==> src/rtl/chardisp_pkg.sv <==
package chardisp_pkg;

  typedef enum logic [3:0] {
    CMD_NONE  = 4'd0,
    CMD_CLEAR = 4'd1,
    CMD_HOME  = 4'd2,
    CMD_ENTRY = 4'd3,
    CMD_DISP  = 4'd4,
    CMD_SHIFT = 4'd5,
    CMD_FUNC  = 4'd6,
    CMD_CGA   = 4'd7,
    CMD_DDA   = 4'd8
  } cmd_e;

  typedef enum logic [1:0] {
    SEL_DD  = 2'd0,
    SEL_CG  = 2'd1,
    SEL_SEG = 2'd2
  } ram_sel_e;

  // Highest set bit picks the command; the enum order follows bit position.
  function automatic cmd_e classify(input logic [7:0] b);
    cmd_e c;
    c = CMD_NONE;
    for (int i = 0; i < 8; i++) begin
      if (b[i]) c = cmd_e'(4'(i + 1));
    end
    return c;
  endfunction

  function automatic logic is_long(input cmd_e c);
    return (c == CMD_CLEAR) || (c == CMD_HOME);
  endfunction

endpackage

==> src/rtl/cdc_cmd_classify.sv <==
module cdc_cmd_classify
  import chardisp_pkg::*;
(
  input  logic [7:0] din,
  output cmd_e       cmd,
  output logic       cmd_long
);
  always_comb begin
    cmd      = classify(din);
    cmd_long = is_long(cmd);
  end
endmodule

==> src/rtl/cdc_busy_timer.sv <==
module cdc_busy_timer #(
  parameter int SHORT_CYC = 10,
  parameter int LONG_CYC  = 410
) (
  input  logic clk,
  input  logic rst_n,
  input  logic load,
  input  logic long_sel,
  output logic busy
);
  localparam int CW = $clog2(LONG_CYC + 1);

  logic [CW-1:0] cnt;

  always_ff @(posedge clk or negedge rst_n) begin
    if (!rst_n) begin
      cnt <= '0;
    end else if (load) begin
      cnt <= long_sel ? CW'(LONG_CYC) : CW'(SHORT_CYC);
    end else if (cnt != '0) begin
      cnt <= cnt - CW'(1);
    end
  end

  assign busy = (cnt != '0);
endmodule

==> src/rtl/cdc_mode_regs.sv <==
module cdc_mode_regs
  import chardisp_pkg::*;
(
  input  logic       clk,
  input  logic       rst_n,
  input  logic       accept,
  input  cmd_e       cmd,
  input  logic [4:0] arg,
  input  logic       lp_lock,
  output logic [1:0] entry,
  output logic [2:0] disp,
  output logic [2:0] ext_fn,
  output logic [2:0] func,
  output logic [1:0] pwr
);
  logic bank;
  assign bank = func[0];

  always_ff @(posedge clk or negedge rst_n) begin
    if (!rst_n) begin
      entry  <= '0;
      disp   <= '0;
      ext_fn <= '0;
      func   <= '0;
      pwr    <= '0;
    end else if (accept) begin
      case (cmd)
        CMD_ENTRY: entry <= arg[1:0];
        CMD_DISP: begin
          if (bank) ext_fn <= arg[2:0];
          else      disp   <= arg[2:0];
        end
        CMD_FUNC: begin
          func <= arg[4:2];
          if (arg[2]) pwr <= {arg[1], arg[0] & ~lp_lock};
        end
        default: ;
      endcase
    end
  end
endmodule

==> src/rtl/cdc_addr_unit.sv <==
module cdc_addr_unit
  import chardisp_pkg::*;
#(
  parameter int AC_W  = 7,
  parameter int OFS_W = 7,
  parameter int CG_W  = 6,
  parameter int SEG_W = 3,
  parameter int HS_W  = 3
) (
  input  logic             clk,
  input  logic             rst_n,
  input  logic             accept,
  input  cmd_e             cmd,
  input  logic             bank,
  input  logic [6:0]       arg,
  input  logic             data_step,
  input  logic             dir_up,
  input  logic             shift_en,
  output logic [AC_W-1:0]  ac,
  output logic [1:0]       ac_sel,
  output logic [OFS_W-1:0] shift_ofs,
  output logic [HS_W-1:0]  hscroll
);
  function automatic logic [AC_W-1:0] step_ac(input logic [AC_W-1:0] v, input logic up);
    return up ? v + AC_W'(1) : v - AC_W'(1);
  endfunction

  function automatic logic [OFS_W-1:0] step_ofs(input logic [OFS_W-1:0] v, input logic up);
    return up ? v + OFS_W'(1) : v - OFS_W'(1);
  endfunction

  always_ff @(posedge clk or negedge rst_n) begin
    if (!rst_n) begin
      ac        <= '0;
      ac_sel    <= SEL_DD;
      shift_ofs <= '0;
      hscroll   <= '0;
    end else if (accept) begin
      case (cmd)
        CMD_CLEAR: begin
          ac     <= '0;
          ac_sel <= SEL_DD;
        end
        CMD_HOME: begin
          ac        <= '0;
          ac_sel    <= SEL_DD;
          shift_ofs <= '0;
        end
        CMD_SHIFT: begin
          if (arg[3]) shift_ofs <= step_ofs(shift_ofs, arg[2]);
          else        ac        <= step_ac(ac, arg[2]);
        end
        CMD_CGA: begin
          if (!bank) begin
            ac     <= AC_W'(arg[CG_W-1:0]);
            ac_sel <= SEL_CG;
          end
        end
        CMD_DDA: begin
          if (bank) begin
            ac      <= AC_W'(arg[SEG_W-1:0]);
            hscroll <= arg[6:7-HS_W];
            ac_sel  <= SEL_SEG;
          end else begin
            ac     <= AC_W'(arg);
            ac_sel <= SEL_DD;
          end
        end
        default: ;
      endcase
    end else if (data_step) begin
      ac <= step_ac(ac, dir_up);
      if (shift_en) shift_ofs <= step_ofs(shift_ofs, dir_up);
    end
  end
endmodule

==> src/rtl/chardisp_cmd_decoder.sv <==
module chardisp_cmd_decoder
  import chardisp_pkg::*;
#(
  parameter int AC_W      = 7,
  parameter int OFS_W     = 7,
  parameter int HS_W      = 3,
  parameter int SHORT_CYC = 10,
  parameter int LONG_CYC  = 410
) (
  input  logic             clk,
  input  logic             rst_n,
  input  logic             stb,
  input  logic             rs,
  input  logic             rw,
  input  logic [7:0]       din,
  input  logic             lp_lock,
  output logic [AC_W:0]    dout,
  output logic             busy,
  output logic [AC_W-1:0]  ac,
  output logic [1:0]       ac_sel,
  output logic [OFS_W-1:0] shift_ofs,
  output logic [HS_W-1:0]  hscroll,
  output logic [1:0]       entry,
  output logic [2:0]       disp,
  output logic [2:0]       ext_fn,
  output logic [2:0]       func,
  output logic [1:0]       pwr
);
  cmd_e cmd;
  logic cmd_long;
  logic cmd_wr;
  logic cmd_accept;
  logic data_step;

  cdc_cmd_classify u_cls (
    .din      (din),
    .cmd      (cmd),
    .cmd_long (cmd_long)
  );

  assign cmd_wr     = stb & ~rs & ~rw;
  assign cmd_accept = cmd_wr & ~busy & (cmd != CMD_NONE);
  assign data_step  = stb & rs;

  cdc_busy_timer #(.SHORT_CYC(SHORT_CYC), .LONG_CYC(LONG_CYC)) u_tmr (
    .clk      (clk),
    .rst_n    (rst_n),
    .load     (cmd_accept),
    .long_sel (cmd_long),
    .busy     (busy)
  );

  cdc_mode_regs u_mode (
    .clk     (clk),
    .rst_n   (rst_n),
    .accept  (cmd_accept),
    .cmd     (cmd),
    .arg     (din[4:0]),
    .lp_lock (lp_lock),
    .entry   (entry),
    .disp    (disp),
    .ext_fn  (ext_fn),
    .func    (func),
    .pwr     (pwr)
  );

  cdc_addr_unit #(.AC_W(AC_W), .OFS_W(OFS_W), .HS_W(HS_W)) u_addr (
    .clk       (clk),
    .rst_n     (rst_n),
    .accept    (cmd_accept),
    .cmd       (cmd),
    .bank      (func[0]),
    .arg       (din[6:0]),
    .data_step (data_step),
    .dir_up    (entry[1]),
    .shift_en  (entry[0]),
    .ac        (ac),
    .ac_sel    (ac_sel),
    .shift_ofs (shift_ofs),
    .hscroll   (hscroll)
  );

  assign dout = (~rs & rw) ? {busy, ac} : '0;
endmodule

==> config.mk <==
export PLATFORM = sky130hd
export DESIGN_NAME = chardisp_cmd_decoder
export DESIGN_NICKNAME = d
export VERILOG_FILES = /design/src/rtl/chardisp_pkg.sv /design/src/rtl/cdc_cmd_classify.sv /design/src/rtl/cdc_busy_timer.sv /design/src/rtl/cdc_mode_regs.sv /design/src/rtl/cdc_addr_unit.sv /design/src/rtl/chardisp_cmd_decoder.sv
export SDC_FILE = /design/constraint.sdc
export NUM_CORES = 1
export LEC_CHECK = 0
export ABC_AREA = 1
export BUFFER_PORTS_ARGS = -buffer_cell sky130_fd_sc_hd__buf_2
export CAP_MARGIN = 20
export CORE_AREA = 2 2 62 93
export CTS_BUF_LIST = sky130_fd_sc_hd__clkbuf_8
export DETAILED_ROUTE_END_ITERATION = 6
export DIE_AREA = 0 0 64 95
export PLACE_DENSITY = 0.84
export SLEW_MARGIN = 20
export SYNTH_ARGS = -nofsm -noshare
export SYNTH_HDL_FRONTEND = slang
export SYNTH_SLANG_ARGS = --single-unit
==> constraint.sdc <==
create_clock -name clk -period 2.4 [get_ports clk]
set_input_delay 0.36 -clock clk [delete_from_list [all_inputs] [get_ports clk]]
set_output_delay 0.36 -clock clk [all_outputs]
set_load 0.05 [all_outputs]
; Yosys cells after proc, flatten, opt, wreduce, memory -nomap -nowiden
; Cells that the tools add are included.
[word_totals]
wordCells = 88
reg_bits = 41
inputBits = 14
output_inout_bits = 41
[classes]
bitwise = 12
n_reduce_logical = 17
n_mux = 30
n_eq_ne = 14
add_sub_neg = 5
[ops]
columns = op, n
row1 = 7-bit two-way mux, 13
row2 = 7-bit one-hot mux with 4 select lines, 1
row3 = 9-bit two-way mux, 3
row4 = 4-bit by 3-bit == test with 1-bit output (second input constant), 4
row5 = 3-bit AND reduction, 5
row6 = 7-bit by 1-bit adder with 7-bit output (second input constant), 2
row7 = 7-bit one-hot mux with 2 select lines, 1
row8 = 7-bit by 1-bit subtractor with 7-bit output (second input constant), 2
row9 = 3-bit two-way mux, 4
row10 = 3-bit != test (second input constant), 3
row11 = 9-bit nonzero test, 1
row12 = 9-bit by 1-bit subtractor with 9-bit output (second input constant), 1
row13 = 4-bit by 2-bit == test with 1-bit output (second input constant), 2
row14 = 2-bit two-way mux, 4
row15 = 8-bit two-way mux, 1
row16 = 4-bit AND reduction, 2
row17 = 1-bit bitwise AND, 7
row18 = 2-bit one-hot mux with 3 select lines, 1
row19 = 2-bit nonzero test, 3
row20 = 5-bit by 2-bit != test with 1-bit output (second input constant), 1
row21 = 1-bit NOT, 5
row22 = 4-bit by 1-bit == test with 1-bit output (second input constant), 1
row23 = 4-bit == test (second input constant), 1
row24 = 4-bit two-way mux, 1
row25 = 8 further kinds, 9

; Depth between registers and ports, before layout
; Gate-level depths: netlist of the first run.
[depth]
depth_word = 12
depth_mapped = 16
ltp_nobuf = 15

; Cells and area by module
; Synthesis of the first run repeated with hierarchy kept, for this count alone.
[unflattened]
hier_cells = 491
hier_area_um2 = 3301.9
[modules_own_cells]
columns = module, area_per_inst_um2, seq_area_each_um2, cells_each, n_inst
row1 = cdc_addr_unit, 1870.5, 475.5, 283, 1
row2 = cdc_mode_regs, 628.1, 325.3, 79, 1
row3 = cdc_busy_timer, 556.8, 225.2, 72, 1
row4 = chardisp_cmd_decoder, 130.1, 0.0, 32, 1
row5 = cdc_cmd_classify, 116.4, 0.0, 25, 1

; Least setup slack after synthesis of the first run
; Ideal clock, no wire load.
[synth_path]
path_type = reg2out
startpoint = reg u_tmr.cnt[1]
endpoint = out dout[7]
arrival_ns = 1.856
path_slack_ns = 0.184
path_buffers = 0
t_required_ns = 2.040
stages_incl_launch_ff = 7
cell_sequence = dfrtp_1 inv_1 ha_1 and3b_1 nand2_2 inv_1 nor2_1
[synth_via]
elab_chain_cells = 2
[synth_lines]
columns = item, line_no
row1 = start: declaration, cdc_busy_timer.sv:13  ; logic [CW-1:0] cnt;
row2 = start signal: assignment, cdc_busy_timer.sv:19  ; cnt <= long_sel ? CW'(LONG_CYC) : CW'(SHORT_CYC);
row3 = start signal: assignment, cdc_busy_timer.sv:21  ; cnt <= cnt - CW'(1);
row4 = 9-bit nonzero test, cdc_busy_timer.sv:25  ; assign busy = (cnt != '0);
row5 = net busy, chardisp_cmd_decoder.sv:18  ; output logic busy,
row6 = 8-bit two-way mux, chardisp_cmd_decoder.sv:83  ; assign dout = (~rs & rw) ? {busy, ac} : '0;
row7 = end: declaration, chardisp_cmd_decoder.sv:17  ; output logic [AC_W:0] dout,
; The timed path passes the listed nets, and every way through them passes these cells.

; Final worst setup path of the first run
[layout_path]
startpoint = reg u_tmr.cnt[5]
endpoint = reg u_mode.disp[0]
[layout_via]
elab_chain_cells = 5
[layout_lines]
columns = item, line_no
row1 = 9-bit nonzero test, cdc_busy_timer.sv:25
row2 = 1-bit NOT, chardisp_cmd_decoder.sv:42  ; assign cmd_accept = cmd_wr & ~busy & (cmd != CMD_NONE);
row3 = 1-bit bitwise AND (2 in series), chardisp_cmd_decoder.sv:42
row4 = 3-bit AND reduction (no line), --
row5 = end signal: assignment, cdc_mode_regs.sv:31  ; else disp <= arg[2:0];
row6 = end: declaration, cdc_mode_regs.sv:11  ; output logic [2:0] disp,
; No other way between the ends.
; A chain may end at the register's enable or synchronous reset.

==> out/summary.txt, run 1 <==
Status: finished clean
Worst Tran Pin Value: 0.935 ns
Hold Vio Cnt, Final: 0
Setup Buffers After CTS: 0
Die H: 95 µm
Vias post-DR: 3,017
Met3 Routed Length: 277 µm
Worst Clk Skew: 0.00844 ns
Slack of the critical path: 0.182 ns
RSZ-0062 raised after global routing: false
Startpoint Class: flip-flop
Fmax: 451 MHz
Met2 wire len: 4110 µm
Clk buf depth: 2
Total global routing overflow: 0
M1 wire length: 3100 µm
Vias in the first global route: 2,950
Port buffer count: 54
CTS tree: built
Fin nets: 514
Post-Syn Nets: 463
Mean Syn Cell Area: 6.76 µm²
Clk root buf: clkbuf_8
Initial Utilization: 56.2%
Post-Syn Area: 0.00299 mm²
Non-filler cells, final: 565
Worst path cell trace: or2_4 -> nor3_4 -> nand2_2 -> nor3_4 -> nand2_4 -> inv_4 -> nand3_1 -> nand2_1 -> o21ai_0
Clk pin slew, worst setup/hold paths: 0.08 ns
Slew margin rel.: 37.7%
Crit path DAT: 2.40 ns
Cts hold-fix bufs: 0
Ant. Diodes: 0
CP max FO: 18
HPWL Detailed: 6060 µm
Worst path slowest cell: dfrtp_1
Skew-Pair Late Insertion Delay: 0.30 ns
WS Path Type: reg2reg
DR WL/cell: 13.7 µm
Remaining DRCs: 0
Syn Inst Count: 443
Crit path time final: 2.22 ns
IO Pins: 55
Row cnt: 33
DP Worst Slack: 0.182 ns
Initial antenna violation count: 0
Share of cells above drive strength 1: 17.0%
Placed cell count: 557
Maximum vdd ir drop: 0.651 mV
Final Slew Violations: 0
Clock Sinks: 41
Fin crit share: 92.4%
Hold Crit Class: in2async
DIE WIDTH: 64 µm
Final setup viols: 0
GR Util All Layers: 27.9%
Crit. End Element: flip-flop
WL final: 7760 µm
Vias per cell: 5.34
GPL Wtd Cong: 0.999
Area grow syn2layout: 13.8%
First drt pass iteration count: 5
TritonCTS buffer count: 5
Filler Cell Count: 489
Post-route ant nets: 0
Critical Path RT: 2.58 ns
Synth area leaders: dfrtp_1 (34%), nand2_1 (20%), nand3_1 (7.7%), o21ai_0 (5.2%), inv_1 (4.6%)
First-pass GRT wire length: 13,300 µm
Pwr dens: 676 mW/mm²
Uppermost layer routed: met4
H-tree depth: 2
Core area: 0.00533 mm²
Leakage Power: 0.00188 µW
# resized after CTS: 0
DRT iter0 DRCs: 216
Max_cap viols: 0
Largest net degree at the start of global routing: 42
Synth area leader: dfrtp_1
Netlist cell types: 33
Seq/Total Area, Yosys: 34.3%
FF+latch count, synth: 41
YS warnings: 0
Top cell type's share of synthesized area: 34.3%
Die ar.: 0.00608 mm²
Final TNS setup: 0 ns
Critical Path Max Stage Delay: 0.41 ns
Most frequent CP cell: nor3_4
state kept, by name, summed over array words and instances, names as in the netlist, 3 cells and up:
signal            flops
u_mode.ext_fn         3
u_addr.hscroll        3
u_mode.func           3
u_addr.ac             7
u_tmr.cnt             9
u_addr.shift_ofs      7
u_mode.disp           3
metrics by stage:
stage                     total power [µW]  utilization, %  instance area (µm²)  hold slack [ns]
after floorplan                       1530               -                 2990           0.0644
after global placement                1730            61.9                 3300            0.455
after detailed placement              1760            61.9                 3300            0.464
after CTS                             2310            64.0                 3410            0.230
after global routing                  2460            64.0                 3410            0.267
final                                 2300            64.0                 3410            0.196
worst paths after layout:
kind,slack (ns),to,cells after the start,startpoint
worst max-delay path,0.18,u_mode.disp[0],9,u_tmr.cnt[5]
worst min-delay path,0.20,u_addr.ac_sel[1],1,rst_n
worst max register to register,0.18,u_mode.disp[0],9,u_tmr.cnt[5]
worst min register to register,0.48,u_addr.ac_sel[1],2,u_addr.ac_sel[1]
max in group asynchronous,1.62,u_addr.ac[3],1,rst_n
min in group clk,0.35,u_mode.pwr[0],4,lp_lock
layer usage:
layer	track usage, %	up-vias
li1	-	1531
met1	31.6	1385
met2	50.1	78
met3	4.77	23
met4	13.2	0
met5	0	-
synthesized netlist by cell type, drive strengths merged:
library cell	instances
nand3	48
o21ai	38
inv	40
o211ai	1
clkbuf	7
or2	1
o21a	1
nand4	14
a21oi	7
o21bai	1
dfrtp	41
nor2	36
xor2	10
and3b	1
nor4	2
buf	8
nand2	168
ha	6
nor3	4
a31oi	1
xnor2	8
logic make-up after synthesis:
| kind of cell | Yosys count | synth area share [%] |
|---|---|---|
| fa+ha+maj | 6 | 2.51 |
| xor+xnor | 18 | 5.27 |
| buf+inv | 55 | 8.23 |
| simple gates | 274 | 40.3 |
| compound gates | 49 | 9.44 |
| flops | 41 | 34.3 |
layout make-up:
class	count	area [µm²]	share of cell area [%]
clock buffers	5	68.8	2.02
inverters	40	153	4.48
clock inverters	3	42.5	1.25
well taps	70	87.6	2.57
multi-input cells	347	1720	50.5
repair buffers	59	308	9.03
flip-flops and latches	41	1030	30.1
power breakdown:
group	internal [µW]	total [µW]	switching, µW	leakage (µW)
Combinational	268	925	657	0.00128
Sequential	741	826	85.2	0.000543
Clock	308	554	246	0.0000595
worst max-delay path: cells and delay by family (launching register included):
family,cells,cell delay [ns]
AOI/OAI and AO/OA,1,0.08
buffers and inverters,1,0.23
DFF,1,0.41
and+or+nand+nor,7,1.36
layout by cell type (no fill, tap or decap), drive strengths merged, types with 4 or more instances in the layout:
cell      n
dfrtp    41
o21ai    38
inv      41
nor2     36
ha        6
xor2     10
buf      59
a21oi     7
nand2   168
xnor2     8
nor3      4
clkbuf    5
nand3    48
nand4    14
(Power assumes the default switching activity.)
==> inputs of run 2 (changes only) <==
Settings changed: CORE_AREA 2 2 62 93 to 2 2 61 92, DIE_AREA 0 0 64 95 to 0 0 63 94, PLACE_DENSITY 0.84 to 0.86.
Clock period 2.4 ns to 2.8 ns, I/O delays scaled along.
==> run 2 against run 1 <==
  * Register-to-register slack improved by 0.31 ns
  * Core utilization rose by 2.8 points
  * Clock skew barely moved
  * Clock power fell by 14%
  * Fmax fell by 3.8%
  * Non-clock buffer count fell by 1
  * Clock-buffer cell count did not move
  * Worst setup slack improved by 0.31 ns
  * Largest cell class unchanged
==> out/summary.txt, run 2 (synthesis gave the netlist of run 1 again) <==
Status: finished clean
Worst path slowest cell: dfrtp_1
Most frequent cells in the layout: nand2_1 (161), buf_2 (54), nand3_1 (46)
WL final: 7580 µm (-2.3%)
R2R setup slack: 0.49 ns (+0.31 ns)
DIE WIDTH: 63 µm (-1.6%)
Max_cap viols: 0 (unchanged)
Final Slew Violations: 0 (unchanged)
Slew margin rel.: 41.3% (+3.6 points)
Worst Clk Skew: 0.00798 ns (-0.000463 ns)
Clk pin slew, worst setup/hold paths: 0.08 ns (about the same)
Clk root buf: clkbuf_8
Startpoint Class: flip-flop
Largest net degree at the start of global routing: 42 (unchanged)
Worst path bufs/invs: 1 (unchanged)
WS Path Type: reg2reg
Pwr dens: 583 mW/mm² (-14%)
Crit path max-delay family: simple AND/OR/NAND/NOR gates
Vias per cell: 5.40 (+1.2%)
GR Util All Layers: 26.9% (-0.94 points)
Maximum vdd ir drop: 0.513 mV (-21%)
Die H: 94 µm (-1.1%)
Crit path DAT: 2.52 ns (+0.12 ns)
Total global routing overflow: 0 (unchanged)
HPWL Detailed: 5840 µm (-3.7%)
Largest Register: u_tmr.cnt
Fmax: 434 MHz (-3.8%)
Total power: 1980 µW (-14%)
Vias in the first global route: 2,923 (-0.92%)
Row cnt: 32 (-3.0%)
Hold Crit Class: in2async
Clock Sinks: 41 (unchanged)
Share of cells above drive strength 1: 16.8% (-0.17 points)
First drt pass iteration count: 5 (unchanged)
Most frequent CP cell: nor3_4
RSZ-0062 raised after global routing: false
H-tree depth: 2 (unchanged)
Initial Utilization: 58.9% (+2.7 points)
Final setup viols: 0 (unchanged)
Clk buf depth: 2 (unchanged)
Post-route ant nets: 0 (unchanged)
TritonCTS buffer count: 5 (unchanged)
Worst path cell trace: or2_4 -> nor3_4 -> nand2_2 -> nor3_4 -> nand2_4 -> inv_4 -> nand3_1 -> o21ai_0
Worst Reg-to-Reg Cells: 8 (-1)
Hold Vio Cnt, Final: 0 (unchanged)
Core area: 0.00508 mm² (-4.5%)
M3 GR Usage: 3.36% (-1.4 points)
R2r endpoint: u_mode.disp[0]
Skew-Pair Late Insertion Delay: 0.31 ns (about the same)
Port buffer count: 54 (unchanged)
Setup Buffers After CTS: 0 (unchanged)
Initial antenna violation count: 0 (unchanged)
Vias post-DR: 3,036 (+0.63%)
Largest registers: u_tmr.cnt (9), u_addr.ac (7), u_addr.shift_ofs (7)
Critical Path RT: 3.02 ns (+0.44 ns)
Commonest non-fill, non-tap cell in the layout: nand2_1
Ant. Diodes: 0 (unchanged)
Final TNS setup: 0 ns (unchanged)
Gr busiest metal: met2
Met1 track demand over resource: 30.0% (-1.6 points)
DRT iter0 DRCs: 177 (-18%)
Fin nets: 513 (-0.19%)
DR WL/cell: 13.5 µm (-1.8%)
Crit. End Element: flip-flop
Critical Path Max Stage Delay: 0.41 ns (about the same)
Fin crit share: 82.3% (-10 points)
GPL Wtd Cong: 0.925 (-7.4%)
Worst Tran Pin Value: 0.881 ns (-0.0542 ns)
Cts hold-fix bufs: 0 (unchanged)
CTS tree: built
Largest register FFs: 9 (unchanged)
Crit path time final: 2.31 ns (+0.0869 ns)
Remaining DRCs: 0 (unchanged)
IO Pins: 55 (unchanged)
Area grow syn2layout: 13.5%
M2 GR Usage: 49.6% (-0.53 points)
# resized after CTS: 0 (unchanged)
First-pass GRT wire length: 12,700 µm (-4.2%)
Reg-to-Reg Start: u_tmr.cnt[5]
CP max FO: 23 (+5)
Die ar.: 0.00592 mm² (-2.6%)
Leakage Power: 0.00188 µW (-0.22%)
-- run 2: changes by cell type in the layout (fill, tap and decap cells not counted), sizes merged --
cell and delta:
buf -1
-- run 2: stage by stage --
stage	instance area (µm²)	hold slack (ns)	utilization [%]	std cells	setup slack, ns
2_1_floorplan	2990	0.124	-	443	0.524
3_3_place_gp	3290	0.450	64.6	554	0.543
3_5_place_dp	3290	0.460	64.6	554	0.494
4_1_cts	3400	0.264	66.8	562	0.486
5_1_grt	3400	0.329	66.8	562	0.289
6_report	3400	0.229	66.8	562	0.495
-- run 2: final cells by class --
cell class / count / area [µm²]
clock buffer: 5 / 68.8
clock inverter: 3 / 42.5
fill: 452 / 1690
inverter: 40 / 153
multi-input combinational: 347 / 1720
sequential: 41 / 1030
tap: 68 / 85.1
timing repair buffer: 58 / 300
-- run 2: how the worst max path moves through the flow --
stage | slack (ns) | cells after the start | end | startpoint
after floorplan | 0.52 | 6 | dout[7] | u_tmr.cnt[1]
after global placement | 0.54 | 15 | u_mode.disp[1] | din[1]
after detailed placement | 0.49 | 14 | u_mode.disp[0] | din[1]
after CTS | 0.49 | 8 | u_mode.disp[0] | u_tmr.cnt[5]
after global routing | 0.29 | 8 | u_mode.ext_fn[0] | u_tmr.cnt[5]
final | 0.49 | 8 | u_mode.disp[0] | u_tmr.cnt[5]
-- run 2: metal layers --
metal  routed length, µm  part of all wire, %
met4                 288                  3.8
met2                3960                   52
met5                   0                    0
met3                 338                  4.5
met1                3000                   40
-- run 2: power breakdown --
group / internal [µW] / switching, µW
sequential: 635 / 76.9
combinational: 229 / 559
clock: 264 / 215
==> inputs of run 3 (changes only) <==
Settings changed: CORE_AREA 2 2 61 92 to 2 2 62 93, DIE_AREA 0 0 63 94 to 0 0 64 95, PLACE_DENSITY 0.86 to 0.84.
Clock period 2.8 ns to 2.2 ns, I/O delays scaled along.
==> run 3 against run 2 <==
  * Routed wire length up 5.1%
  * Final cell count up 2.8%
  * Non-clock buffer count up 14
==> out/summary.txt, run 3 (synthesis gave the netlist of run 1 again) <==
Status: finished clean
Combinational power share: 40.5% (+0.7 points)
Total global routing overflow: 0 (unchanged)
H-tree depth: 2 (unchanged)
Die ar.: 0.00608 mm² (+2.7%)
P_sw: 1090 µW (+28%)
Core area: 0.00533 mm² (+4.7%)
Final Slew Violations: 0 (unchanged)
Skew-Pair Late Insertion Delay: 0.29 ns (-0.02 ns)
Worst path cell trace: inv_1 -> ha_1 -> and3b_1 -> nand2_2 -> inv_1 -> nor2_1 -> buf_4
First-pass GRT wire length: 13,400 µm (+4.9%)
Flop pwr share: 35.6% (-0.4 points)
GR Util All Layers: 27.8% (+0.85 points)
Fin nets: 527 (+2.7%)
Vias per cell: 5.38 (-0.43%)
Final hold slack: 0.0795 ns (-0.150 ns)
HPWL Detailed: 6100 µm (+4.5%)
DIE WIDTH: 64 µm (+1.6%)
Crit. End Element: output port
Filler Cell Count: 477 (+5.5%)
Fin crit share: 92.8%
Area post-placement: 0.00335 mm² (+1.9%)
Port buffer count: 54 (unchanged)
Initial Utilization: 56.2% (-2.7 points)
RSZ-0062 raised after global routing: true
Placed cell count: 564 (+1.8%)
Most frequent CP cell: inv_1
Clk root buf: clkbuf_8
CP endpoint: dout[7]
Finished Cell Area: 0.00352 mm² (+3.5%)
Commonest non-fill, non-tap cell in the layout: nand2_1
Met2 wire len: 4090 µm (+3.4%)
Largest Register: u_tmr.cnt
Row cnt: 33 (+3.1%)
Final setup viols: 0 (unchanged)
Clock power frac: 23.9% (-0.3 points)
Startpoint Class: flip-flop
Maximum vdd ir drop: 0.616 mV (+20%)
DR WL/cell: 13.8 µm (+2.2%)
Post-route ant nets: 0 (unchanged)
Net Sw Frac: 42.9% (-0.077 points)
Largest net degree at the start of global routing: 42 (unchanged)
IO Pins: 55 (unchanged)
Hold Vio Cnt, Final: 0 (unchanged)
CTS tree: built
Clk pin slew, worst setup/hold paths: 0.08 ns (about the same)
M1 wire length: 3180 µm (+6.0%)
Largest register FFs: 9 (unchanged)
Reg-to-Reg Start: u_tmr.cnt[5]
Uppermost layer routed: met4
Die H: 95 µm (+1.1%)
Critical Path Max Stage Delay: 0.39 ns (-0.02 ns)
Share of cells above drive strength 1: 19.1% (+2.3 points)
DP Worst Slack: 0.163 ns (-0.331 ns)
Vias post-DR: 3,109 (+2.4%)
Pwr dens: 721 mW/mm² (+24%)
Ant. Diodes: 0 (unchanged)
Non-filler cells, final: 578 (+2.8%)
Area grow syn2layout: 17.4%
Hold Crit Class: in2async
Slack of the critical path: 0.158 ns (-0.337 ns)
Crit path time final: 2.04 ns
WS Path Type: reg2out
Largest registers: u_tmr.cnt (9), u_addr.ac (7), u_addr.shift_ofs (7)
Clock Sinks: 41 (unchanged)
Initial antenna violation count: 0 (unchanged)
Crit path DAT: 1.71 ns (-0.81 ns)
Internal Pwr Total: 1450 µW (+28%)
Crit path launch: u_tmr.cnt[1]
Critical Path RT: 1.87 ns (-1.15 ns)
Slew margin rel.: 64.6% (+23 points)
Worst path slowest cell: dfrtp_1
R2R setup slack: 0.17 ns (-0.32 ns)
GPL Wtd Cong: 1.02 (+10%)
Worst Tran Pin Value: 0.531 ns (-0.350 ns)
R2r endpoint: u_addr.shift_ofs[5]
Vias in the first global route: 2,986 (+2.2%)
Clk buf depth: 2 (unchanged)
Fmax: 490 MHz
DRT iter0 DRCs: 246 (+39%)
WL final: 7970 µm (+5.1%)
Most frequent cells in the layout: nand2_1 (161), buf_2 (53), nand3_1 (46)
CP max FO: 6 (-74%)
Total power: 2530 µW (+28%)
First drt pass iteration count: 5 (unchanged)
Met3 Routed Length: 439 µm (+30%)
Worst Clk Skew: 0.00348 ns (-0.00450 ns)
Worst Reg-to-Reg Cells: 9 (+1)
Max_cap viols: 0 (unchanged)
Remaining DRCs: 0 (unchanged)
Leakage Power: 0.00195 µW (+3.7%)
TritonCTS buffer count: 5 (unchanged)
run 3: through the flow:
stage | setup TNS, ns | util [%]
2_1_floorplan | 0 | -
3_3_place_gp | 0 | 62.9
3_5_place_dp | 0 | 62.9
4_1_cts | 0 | 65.0
5_1_grt | -0.00247 | 66.0
6_report | 0 | 66.0
run 3: how the worst min path moves through the flow:
stage          start           endpoint  slack [ns]  depth (start not counted)
2_1_floorplan  rst_n       u_addr.ac[0]        0.03                          0
3_3_place_gp   rst_n      u_mode.pwr[1]        0.42                          2
3_5_place_dp   rst_n      u_mode.pwr[1]        0.43                          2
4_1_cts        rst_n      u_mode.pwr[1]        0.10                          2
5_1_grt        rst_n  u_addr.hscroll[0]        0.14                          2
6_report       rst_n      u_mode.pwr[1]        0.08                          2
run 3: final cells by class:
class / count / area [µm²] / area share [%]
multi-input combinational: 347 / 1730 / 49.1
sequential: 41 / 1030 / 29.2
timing repair buffer: 72 / 412 / 11.7
inverter: 40 / 153 / 4.34
tap: 70 / 87.6 / 2.49
clock buffer: 5 / 68.8 / 1.96
clock inverter: 3 / 42.5 / 1.21
run 3: power groups by stage:
stage / clock network [µW] / registers [µW] / logic (µW)
2_1_floorplan: 0 / 1080 / 592
3_3_place_gp: 0 / 912 / 987
3_5_place_dp: 0 / 916 / 1000
4_1_cts: 617 / 901 / 1010
5_1_grt: 652 / 913 / 1140
6_report: 606 / 903 / 1020
run 3: layer usage:
layer / global-route usage [%] / vias up
met3: 3.81 / 26
met5: 0 / -
li1: - / 1558
met2: 49.0 / 121
met4: 13.0 / 0
met1: 33.0 / 1404
run 3: timing repair:
action | CTS | global route
setup buffers | 0 | 6
hold buffers | 0 | 0
hold endpoints to repair | 0 | 0
resized for setup | 0 | 4
setup endpoints to repair | 0 | 13
run 3: critical path: cells and delay by family (launching register included):
kind | cells | cell delay [ns]
and+or+nand+nor | 3 | 0.43
buffers and inverters | 3 | 0.42
DFF | 1 | 0.39
adders and majority gates | 1 | 0.19
